File: src/rtl/snd_voice_pkg.sv
package snd_voice_pkg;

  localparam int SMP_W   = 16;
  localparam int LEVEL_W = 8;
  localparam int NOISE_W = 16;
  localparam logic [NOISE_W-1:0] NOISE_SEED = 16'hACE1;
  localparam logic [NOISE_W-1:0] NOISE_TAPS = 16'hB400;

  typedef enum logic [2:0] {
    WV_SQUARE = 3'd0,
    WV_SAW    = 3'd1,
    WV_TRI    = 3'd2,
    WV_SINE   = 3'd3,
    WV_NOISE  = 3'd4,
    WV_PCM    = 3'd5
  } wave_e;

  typedef enum logic [2:0] {
    EG_IDLE,
    EG_ATTACK,
    EG_DECAY,
    EG_SUSTAIN,
    EG_RELEASE
  } eg_state_e;

  typedef enum logic [1:0] {
    PM_ONCE     = 2'd0,
    PM_LOOP     = 2'd1,
    PM_PINGPONG = 2'd2
  } pcm_mode_e;

endpackage

File: src/rtl/snd_phase_gen.sv
module snd_phase_gen
  import snd_voice_pkg::*;
#(
  parameter int PHASE_W = 16
) (
  input  logic               clk,
  input  logic               rst_n,
  input  logic               restart,
  input  logic               advance,
  input  logic [PHASE_W-1:0] inc,
  output logic [15:0]        phase_top,
  output logic [NOISE_W-1:0] noise
);

  logic [PHASE_W-1:0] phase;
  logic [PHASE_W:0]   sum;
  logic [NOISE_W-1:0] noise_next;

  assign sum       = {1'b0, phase} + {1'b0, inc};
  assign phase_top = phase[PHASE_W-1 -: 16];

  always_comb begin
    noise_next = noise >> 1;
    if (noise[0]) noise_next = noise_next ^ NOISE_TAPS;
  end

  always_ff @(posedge clk) begin
    if (!rst_n || restart) begin
      phase <= '0;
      noise <= NOISE_SEED;
    end else if (advance) begin
      phase <= sum[PHASE_W-1:0];
      if (sum[PHASE_W]) noise <= noise_next;
    end
  end

endmodule

File: src/rtl/snd_wave_gen.sv
module snd_wave_gen
  import snd_voice_pkg::*;
(
  input  wave_e                    sel,
  input  logic [15:0]              h,
  input  logic [NOISE_W-1:0]       noise,
  input  logic signed [SMP_W-1:0]  pcm,
  output logic signed [SMP_W-1:0]  wave
);

  localparam int QDEPTH = 64;

  function automatic logic [15:0] qmag(input logic [5:0] i);
    logic [31:0] m;
    logic [31:0] p;
    m = 32'({i, 1'b1});
    p = 32'd32767 * (m * (32'd256 - m));
    return 16'(p >> 14);
  endfunction

  logic [15:0] qtab [QDEPTH];
  for (genvar g = 0; g < QDEPTH; g++) begin : g_qtab
    assign qtab[g] = qmag(6'(g));
  end

  logic [14:0] tri_u;
  logic [5:0]  sin_idx;
  logic [15:0] sin_mag;

  assign tri_u   = h[15] ? ~h[14:0] : h[14:0];
  assign sin_idx = h[14] ? ~h[13:8] : h[13:8];
  assign sin_mag = qtab[sin_idx];

  always_comb begin
    case (sel)
      WV_SQUARE: wave = h[15] ? 16'sh8001 : 16'sh7FFF;
      WV_SAW:    wave = {~h[15], h[14:0]};
      WV_TRI:    wave = {~tri_u[14], tri_u[13:0], 1'b0};
      WV_SINE:   wave = h[15] ? -$signed(sin_mag) : $signed(sin_mag);
      WV_NOISE:  wave = $signed(noise);
      WV_PCM:    wave = pcm;
      default:   wave = '0;
    endcase
  end

endmodule

File: src/rtl/snd_adsr.sv
module snd_adsr
  import snd_voice_pkg::*;
(
  input  logic               clk,
  input  logic               rst_n,
  input  logic               start,
  input  logic               kill,
  input  logic               key_off,
  input  logic               advance,
  input  logic [15:0]        env_word,
  output logic [LEVEL_W-1:0] level,
  output eg_state_e          state
);

  logic [3:0] a_f, d_f, s_f, r_f;
  logic [7:0] sus;
  logic [4:0] dstep, rstep;
  logic [9:0] up;

  assign a_f   = env_word[15:12];
  assign d_f   = env_word[11:8];
  assign s_f   = env_word[7:4];
  assign r_f   = env_word[3:0];
  assign sus   = {s_f, s_f};
  assign dstep = {1'b0, d_f} + 5'd1;
  assign rstep = {1'b0, r_f} + 5'd1;
  assign up    = {2'b0, level} + {1'b0, ({1'b0, a_f} + 5'd1), 4'b0};

  always_ff @(posedge clk) begin
    if (!rst_n || kill) begin
      state <= EG_IDLE;
      level <= '0;
    end else if (start) begin
      state <= EG_ATTACK;
      level <= '0;
    end else if (key_off && (state == EG_ATTACK || state == EG_DECAY ||
                             state == EG_SUSTAIN)) begin
      state <= EG_RELEASE;
    end else if (advance) begin
      case (state)
        EG_ATTACK: begin
          if (up >= 10'd255) begin
            level <= 8'd255;
            state <= EG_DECAY;
          end else begin
            level <= up[7:0];
          end
        end
        EG_DECAY: begin
          if ({2'b0, level} <= {2'b0, sus} + {5'b0, dstep}) begin
            level <= sus;
            state <= EG_SUSTAIN;
          end else begin
            level <= level - {3'b0, dstep};
          end
        end
        EG_RELEASE: begin
          if (level <= {3'b0, rstep}) begin
            level <= '0;
            state <= EG_IDLE;
          end else begin
            level <= level - {3'b0, rstep};
          end
        end
        default: ;
      endcase
    end
  end

endmodule

File: src/rtl/snd_pcm_fetch.sv
module snd_pcm_fetch
  import snd_voice_pkg::*;
#(
  parameter int IDX_W = 8
) (
  input  logic                    clk,
  input  logic                    rst_n,
  input  logic                    start,
  input  logic                    enable,
  input  logic                    kill,
  input  logic                    advance,
  input  pcm_mode_e               mode,
  input  logic [IDX_W-1:0]        last_idx,
  output logic                    req_valid,
  input  logic                    req_ready,
  output logic [IDX_W-1:0]        req_index,
  input  logic signed [SMP_W-1:0] req_data,
  output logic signed [SMP_W-1:0] sample
);

  logic             pend, done, dir_down;
  logic [IDX_W-1:0] idx, nidx;
  logic             ndir, finish;
  logic             at_end, at_zero, len_one;

  assign at_end  = (idx == last_idx);
  assign at_zero = (idx == '0);
  assign len_one = (last_idx == '0);

  always_comb begin
    nidx   = idx + IDX_W'(1);
    ndir   = dir_down;
    finish = 1'b0;
    case (mode)
      PM_LOOP: if (at_end) nidx = '0;
      PM_PINGPONG: begin
        if (!dir_down) begin
          if (at_end) begin
            nidx = len_one ? '0 : last_idx - IDX_W'(1);
            ndir = 1'b1;
          end
        end else if (at_zero) begin
          nidx = len_one ? '0 : IDX_W'(1);
          ndir = 1'b0;
        end else begin
          nidx = idx - IDX_W'(1);
        end
      end
      default: if (at_end) finish = 1'b1;
    endcase
  end

  always_ff @(posedge clk) begin
    if (!rst_n) begin
      pend <= 1'b0; done <= 1'b0; dir_down <= 1'b0;
      idx <= '0; sample <= '0;
    end else if (kill) begin
      pend <= 1'b0;
      sample <= '0;
    end else if (start) begin
      pend <= enable; done <= 1'b0; dir_down <= 1'b0;
      idx <= '0; sample <= '0;
    end else if (pend) begin
      if (req_ready) begin
        sample <= req_data;
        pend   <= 1'b0;
      end
    end else if (advance && !done) begin
      if (finish) begin
        done   <= 1'b1;
        sample <= '0;
      end else begin
        idx      <= nidx;
        dir_down <= ndir;
        pend     <= 1'b1;
      end
    end
  end

  assign req_valid = pend;
  assign req_index = idx;

endmodule

File: src/rtl/snd_voice.sv
module snd_voice
  import snd_voice_pkg::*;
#(
  parameter int PHASE_W = 16,
  parameter int IDX_W   = 8,
  parameter int VOL_W   = 8
) (
  input  logic               clk,
  input  logic               rst_n,
  input  logic               tick,
  input  logic [2:0]         wave_sel,
  input  logic [PHASE_W-1:0] phase_inc,
  input  logic [15:0]        env_word,
  input  logic [VOL_W-1:0]   volume,
  input  logic [1:0]         pcm_mode,
  input  logic [IDX_W-1:0]   pcm_last,
  input  logic               play,
  input  logic               key_off,
  input  logic               stop,
  output logic               req_valid,
  input  logic               req_ready,
  output logic [IDX_W-1:0]   req_index,
  input  logic [15:0]        req_data,
  output logic               out_valid,
  output logic [15:0]        out_sample
);

  localparam int PROD_W = SMP_W + LEVEL_W + VOL_W + 2;
  localparam int SHIFT  = LEVEL_W + VOL_W - 2;
  localparam logic signed [PROD_W-1:0] MAXV = PROD_W'(32767);
  localparam logic signed [PROD_W-1:0] MINV = -MAXV - PROD_W'(1);

  wave_e                    wsel;
  logic                     is_pcm, tick_go;
  logic [15:0]              h;
  logic [NOISE_W-1:0]       noise;
  logic signed [SMP_W-1:0]  pcm_sample, wave;
  logic [LEVEL_W-1:0]       env_level;
  eg_state_e                env_state;
  logic signed [PROD_W-1:0] prod, scaled;
  logic signed [SMP_W-1:0]  sat;

  assign wsel    = wave_e'(wave_sel);
  assign is_pcm  = (wsel == WV_PCM);
  assign tick_go = tick && !stop && !play;

  snd_phase_gen #(.PHASE_W(PHASE_W)) u_phase (
    .clk(clk), .rst_n(rst_n), .restart(play && !stop), .advance(tick_go),
    .inc(phase_inc), .phase_top(h), .noise(noise)
  );

  snd_wave_gen u_wave (
    .sel(wsel), .h(h), .noise(noise), .pcm(pcm_sample), .wave(wave)
  );

  snd_adsr u_env (
    .clk(clk), .rst_n(rst_n), .start(play), .kill(stop), .key_off(key_off),
    .advance(tick_go), .env_word(env_word), .level(env_level), .state(env_state)
  );

  snd_pcm_fetch #(.IDX_W(IDX_W)) u_pcm (
    .clk(clk), .rst_n(rst_n), .start(play), .enable(is_pcm), .kill(stop),
    .advance(tick_go && is_pcm && env_state != EG_IDLE),
    .mode(pcm_mode_e'(pcm_mode)), .last_idx(pcm_last),
    .req_valid(req_valid), .req_ready(req_ready), .req_index(req_index),
    .req_data($signed(req_data)), .sample(pcm_sample)
  );

  assign prod = $signed(PROD_W'(wave)) * $signed(PROD_W'({1'b0, env_level}))
              * $signed(PROD_W'({1'b0, volume}));
  assign scaled = prod >>> SHIFT;

  always_comb begin
    if (scaled > MAXV)      sat = 16'sh7FFF;
    else if (scaled < MINV) sat = 16'sh8000;
    else                    sat = scaled[SMP_W-1:0];
  end

  always_ff @(posedge clk) begin
    if (!rst_n || stop || play) begin
      out_valid  <= 1'b0;
      out_sample <= '0;
    end else begin
      out_valid <= tick;
      if (tick) out_sample <= sat;
    end
  end

endmodule

File: config.mk
export PLATFORM = sky130hd
export DESIGN_NAME = snd_voice
export DESIGN_NICKNAME = d
export VERILOG_FILES = /design/src/rtl/snd_voice_pkg.sv /design/src/rtl/snd_phase_gen.sv /design/src/rtl/snd_wave_gen.sv /design/src/rtl/snd_adsr.sv /design/src/rtl/snd_pcm_fetch.sv /design/src/rtl/snd_voice.sv
export SDC_FILE = /design/constraint.sdc
export NUM_CORES = 1
export LEC_CHECK = 0
export ABC_AREA = 0
export CAP_MARGIN = 20
export CORE_MARGIN = 5
export CORE_UTILIZATION = 60
export CTS_CLUSTER_SIZE = 16
export DETAILED_ROUTE_END_ITERATION = 7
export GPL_TIMING_DRIVEN = 0
export PLACE_DENSITY = 0.91
export SLEW_MARGIN = 40
export SYNTH_ARGS = -nofsm -noshare
export SYNTH_HDL_FRONTEND = slang
export SYNTH_SLANG_ARGS = --single-unit
File: constraint.sdc
create_clock -name clk -period 34.1 [get_ports clk]
set_input_delay 6.82 -clock clk [delete_from_list [all_inputs] [get_ports clk]]
set_output_delay 6.82 -clock clk [all_outputs]
set_load 0.01 [all_outputs]
==> results.toml, run 1 <==
[place]
gp_congestion = 0.9641
dp_hpwl_um = 41410
dp_slack_ns = 14.31
io_buffers = 97

[clock_tree]
cts_resized = 0
numCtsBuffers = 9
clk_path_buf_depth = 2
cts_tree = "yes"
hold_buffers = 0
clk_pin_slew_ns = 0.06
cts_setup_buffers = 0
h-tree-depth = 3
insertion_delay_ns = 0.37
cts_root_buffer = "clkbuf_16"
clock-sinks = 87

[logic_synthesis]
yosysUniqueCellTypes = 81
synth_area_leaders = "fa_1 27%, ha_1 12%, dfxtp_1 9.1%, inv_1 7.7%, and2_1 4.7%"
avgSynthCellArea_um2 = 8.106
yosysMostFrequentCell = "inv_1"
syn_nets = 2882
ys_top_cells_by_count = "393 x inv_1, 262 x fa_1, 219 x nand2_1"
synth-edff-count = 0
synth-seq-cells = 87
synth_top_cell_by_area = "fa_1"
netlist_area_um2 = 19160
synthCells = 2364
synth_flop_cell = "dfxtp_1"
yosysSeqAreaShare_pct = 9.089
async_reset_ff_share_pct = 0
synth_top_area_share_pct = 27.37
ys_warn_count = 0

[drt]
wl_per_cell_um = 17.82
drt_pre_antenna_iters = 7
wl_um = 51340
vias_per_cell = 6.028
first_iter_violations = 1653
ant_nets = 0
route.detailed.drc = 0
num_vias = 17370

[sta]
finalMaxSlewViolations = 0
setup_viol = 0
worst_slack_ns = 14.42
final-hold-violation-count = 0
relSlewSlack_pct = 39.42
setup_tns_ns = 0
timing.final.crit_share_pct = 57.72
worst_pin_slew_ns = 0.9088
finClkSkew_ns = 0.01340
period_minus_slack_ns = 19.68
rsz0062_at_grt = "no"
fmax_mhz = 50.81

[worst_setup_path]
crit_family = "adder cells"
path_common_cell = "fa_1"
path_max_fanout = 10
worst_ep_arrival_time_ns = 19.97
cpMaxStageDelayCell = "fa_1"
timing.critical_path.buf_inv = 11
crit_type = "in -> reg"
setup.worst_path.end_class = "register"
cp_slowest_stage_delay_ns = 0.62
worstPathRequired_ns = 34.39
crit_path_start_kind = "primary input"

[grt]
overflow = 0
grt_max_degree = 17
grtUsageTotal_pct = 28.95
grt_pass1_vias = 17950
antenna_found_initial = 1
grt_pass1_wl_um = 86080

[floorplan]
die_area_um2 = 35610
rows = 65
die_h_um = 188.7
start_util_pct = 60.73
io_pins = 102
coreArea_um2 = 31560
die_w_um = 188.7

[finish]
area_growth_pct = 9.513
drive_gt1_share_pct = 2.300
finish.net_count = 2991

[power]
power_density_nw_per_um2 = 14.12
finalPower_uw = 296.4
p_leak_uw = 0.01044
vdd_drop_max_mv = 0.02518

[run]
maxCapViolCount = 0

[hold_path]
hold_path_class = "reg -> reg"

[outcome]
status = "finished, final reports clean"
[metrics by stage]
step                hold slack (ns)  utilization [%]  cells  area [µm²]
floorplan                    0.4407                -   2364       19160
global placement             0.4544            65.40   2863       20640
detailed placement           0.4700            65.43   2864       20650
CTS                          0.4845            66.47   2880       20970
global route                 0.5012            66.51   2881       20990
finish                       0.4818            66.51   2881       20990
[metal layers]
metal	track usage [%]	part of all wire [%]	routed length, µm
met1	37.03	40	20390
met2	50.28	49	25040
met3	3.483	7.8	3986
met4	11.24	3.8	1927
met5	0	0	0
[path summary, 6_finish.rpt]
kind	start	cells past startpoint	slack, ns	endpoint
max	wave_sel[1]	44	14.42	out_sample[14]
min reg2reg	out_sample[7]	1	0.48	out_sample[7]
min	out_sample[7]	1	0.48	out_sample[7]
max reg2reg	u_phase.phase_top[9]	47	19.92	out_sample[14]
[report_power, final]
| part | internal [µW] | switching (µW) | leakage [µW] |
|---|---|---|---|
| Combinational | 30.8 | 47.0 | 0.00958 |
| Clock | 65.2 | 49.7 | 0.000158 |
| Sequential | 103 | 1.15 | 0.000703 |
[final cells by class]
cell class,instances,area [µm²]
multi-input cells,1774,15530
inverters,394,1479
fillers,2485,10570
clock inverters,7,101.3
clock buffers,9,225.2
flip-flops and latches,87,1742
diodes,1,2.502
repair buffers,98,975.9
well taps,402,503.0
plain buffers,109,431.7
[sequential cells by signal, summed over array words and instances, names as in the netlist]
| signal | flops |
|---|---|
| u_pcm.sample | 16 |
| u_phase.noise | 16 |
| out_sample | 16 |
| u_pcm.dir_down | 1 |
| u_pcm.req_valid | 1 |
| u_env.level | 8 |
| u_pcm.req_index | 8 |
| out_valid | 1 |
| u_env.state | 3 |
| u_pcm.done | 1 |
| u_phase.phase_top | 16 |
[cells by family after synthesis]
| group | share of synthesized area (%) |
|---|---|
| mux | 0.8357 |
| simple gates | 19.54 |
| buf+inv | 9.970 |
| flops | 9.089 |
| compound gates | 15.50 |
| fa+ha+maj | 39.12 |
| xor+xnor | 5.941 |
[layout by cell type, fill, tap and decap left out, drive strengths merged, types with 40 or more instances in the layout]
cell type and instances:
inv 396, a21o 40, xor2 47, fa 262, o21ai 81, xnor2 83, nand2 219, ha 180
nor2b 56, nor2 131, dfxtp 87, nand3 43, nor3 49, a21oi 114, and2 144, clkdlybuf4s50 97
clkbuf 100
No activity file was read; power rests on OpenSTA's default activity.
==> inputs of run 2 (changes only) <==
- CORE_UTILIZATION: 60 -> 57
- PLACE_DENSITY: 0.91 -> 0.9
- clock period: 34.1 -> 16.1 ns (I/O delays scaled with it)
==> run 2 against run 1 <==
Compared with the run above: flip-flop and latch count unchanged; total power up 110%; setup slack worse by 14 ns; final cell count up 1.5%; non-clock buffer count down 1; critical endpoint unchanged; largest cell class unchanged.
==> results.toml, run 2 (synthesis gave the netlist of run 1 again) <==
[outcome]
status = "finished, final reports clean"

[finish]
area_growth_pct = 9.983
final_common_cell = "inv_1"
antenna_cells = 0
fillCellCount = 2709
fin_area_um2 = 21080
final_cell_mix = "393 x inv_1, 262 x fa_1, 219 x nand2_1"
drive_gt1_share_pct = 2.665
finish.net_count = 2990

[place]
dp_hpwl_um = 40590
io_buffers = 97
dp_slack_ns = 0.1987
postPlaceCellArea_um2 = 20700
gp_congestion = 0.9486

[grt]
overflow = 0
grtUsageTotal_pct = 26.55
grt_max_degree = 17
grt_pass1_vias = 17670
grt_pass1_wl_um = 84350
antenna_found_initial = 0

[clock_tree]
hold_buffers = 0
insertion_delay_ns = 0.37
cts_tree = "yes"
clk_pin_slew_ns = 0.07
clk_path_buf_depth = 2
clock-sinks = 87
cts_resized = 0
h-tree-depth = 3
numCtsBuffers = 9
cts_root_buffer = "clkbuf_16"
cts_setup_buffers = 0

[power]
finalPower_uw = 626.9
power_density_nw_per_um2 = 29.74
p_seq_share_pct = 35.0
intPower_uw = 421.2
vdd_drop_max_mv = 0.04241
p_leak_uw = 0.01046
p_sw_share_pct = 32.80
switchingPower_uw = 205.6
p_clk_share_pct = 38.8
share_comb_of_total_power_pct = 26.2

[hold_path]
min_from = "u_phase.noise[9]"
hold_path_class = "reg -> reg"

[worst_setup_path]
path_common_cell = "fa_1"
r2r-start = "u_phase.phase_top[9]"
worstPathRequired_ns = 16.39
path_max_fanout = 10
crit_type = "in -> reg"
worst_ep_arrival_time_ns = 15.63
crit_family = "adder cells"
cp_slowest_stage_delay_ns = 0.65
cpMaxStageDelayCell = "fa_1"
setup.worst_path.end_class = "register"
crit_path_start_kind = "primary input"
timing.critical_path.buf_inv = 11
startpoint = "wave_sel[0]"

[sta]
worst_slack_ns = 0.7584
worst_pin_slew_ns = 0.8399
final-hold-violation-count = 0
relSlewSlack_pct = 44.00
finClkSkew_ns = 0.01329
setup_viol = 0
finalMaxSlewViolations = 0
timing.final.crit_share_pct = 95.29
setup_tns_ns = 0
fmax_mhz = 65.18
rsz0062_at_grt = "no"
period_minus_slack_ns = 15.34

[drt]
wl_per_cell_um = 16.96
ant_nets = 0
vias_per_cell = 5.868
first_iter_violations = 1635
wl_um = 49610
drt_pre_antenna_iters = 5
route.detailed.drc = 0
num_vias = 17160

[floorplan]
die_h_um = 193.4
die_area_um2 = 37390
die_w_um = 193.4
io_pins = 102
rows = 67
coreArea_um2 = 33360
start_util_pct = 57.44

[run]
maxCapViolCount = 0
## run 2: cell count changes in the layout (fill, tap and decap cells not counted), moves of 2 or more
cell,previous run,this run
buf_1,9,7
clkbuf_1,91,89
clkbuf_2,0,4
o22ai_1,9,6
o22ai_2,0,3
## run 2: metal layers
metal  track usage, %  share of wire [%]  wire [µm]
met1            34.06                 40      19790
met2            45.58                 49      24240
met3            3.688                7.3       3608
met4            10.36                4.0       1971
met5                0                  0          0
## run 2: path summary, 6_finish.rpt
kind                           end  slack, ns  cells after the start
setup / recovery    out_sample[14]       0.76                     42
hold reg to reg   u_phase.noise[8]       0.48                      2
setup reg to reg    out_sample[14]       2.16                     51
hold / removal    u_phase.noise[8]       0.48                      2
## run 2: power by group through the flow
stage | Clock (µW) | Combinational, µW | Sequential (µW)
after floorplan | 0 | 100 | 224
after global placement | 0 | 152 | 225
after detailed placement | 0 | 157 | 225
after CTS | 245 | 158 | 220
after global routing | 254 | 178 | 220
final | 243 | 164 | 220
## run 2: worst register-to-register path, delay by kind of cell (launching register included)
family | cells | cell delay [ns]
buffers and inverters | 11 | 1.58
xor gates and xnor gates | 2 | 0.80
and+or+nand+nor | 7 | 1.34
muxes | 1 | 0.32
AOI/OAI and AO/OA | 18 | 3.96
adders and majority gates | 12 | 5.40
DFF | 1 | 0.47
## run 2: stage by stage
step	utilization, %	std cells	hold slack [ns]
CTS	63.02	2925	0.4805
floorplan	-	2364	0.4407
global placement	62.03	2909	0.4510
finish	63.17	2925	0.4776
detailed placement	62.04	2909	0.4683
global route	63.17	2925	0.5102
## run 2: area by class of cell
type,count,area (µm²),area share (%)
plain buffers,109,436.7,2.072
well taps,448,560.5,2.660
inverters,394,1479,7.017
flip-flops and latches,87,1742,8.264
clock inverters,7,102.6,0.4868
multi-input cells,1774,15560,73.83
repair buffers,97,970.9,4.607
clock buffers,9,225.2,1.069
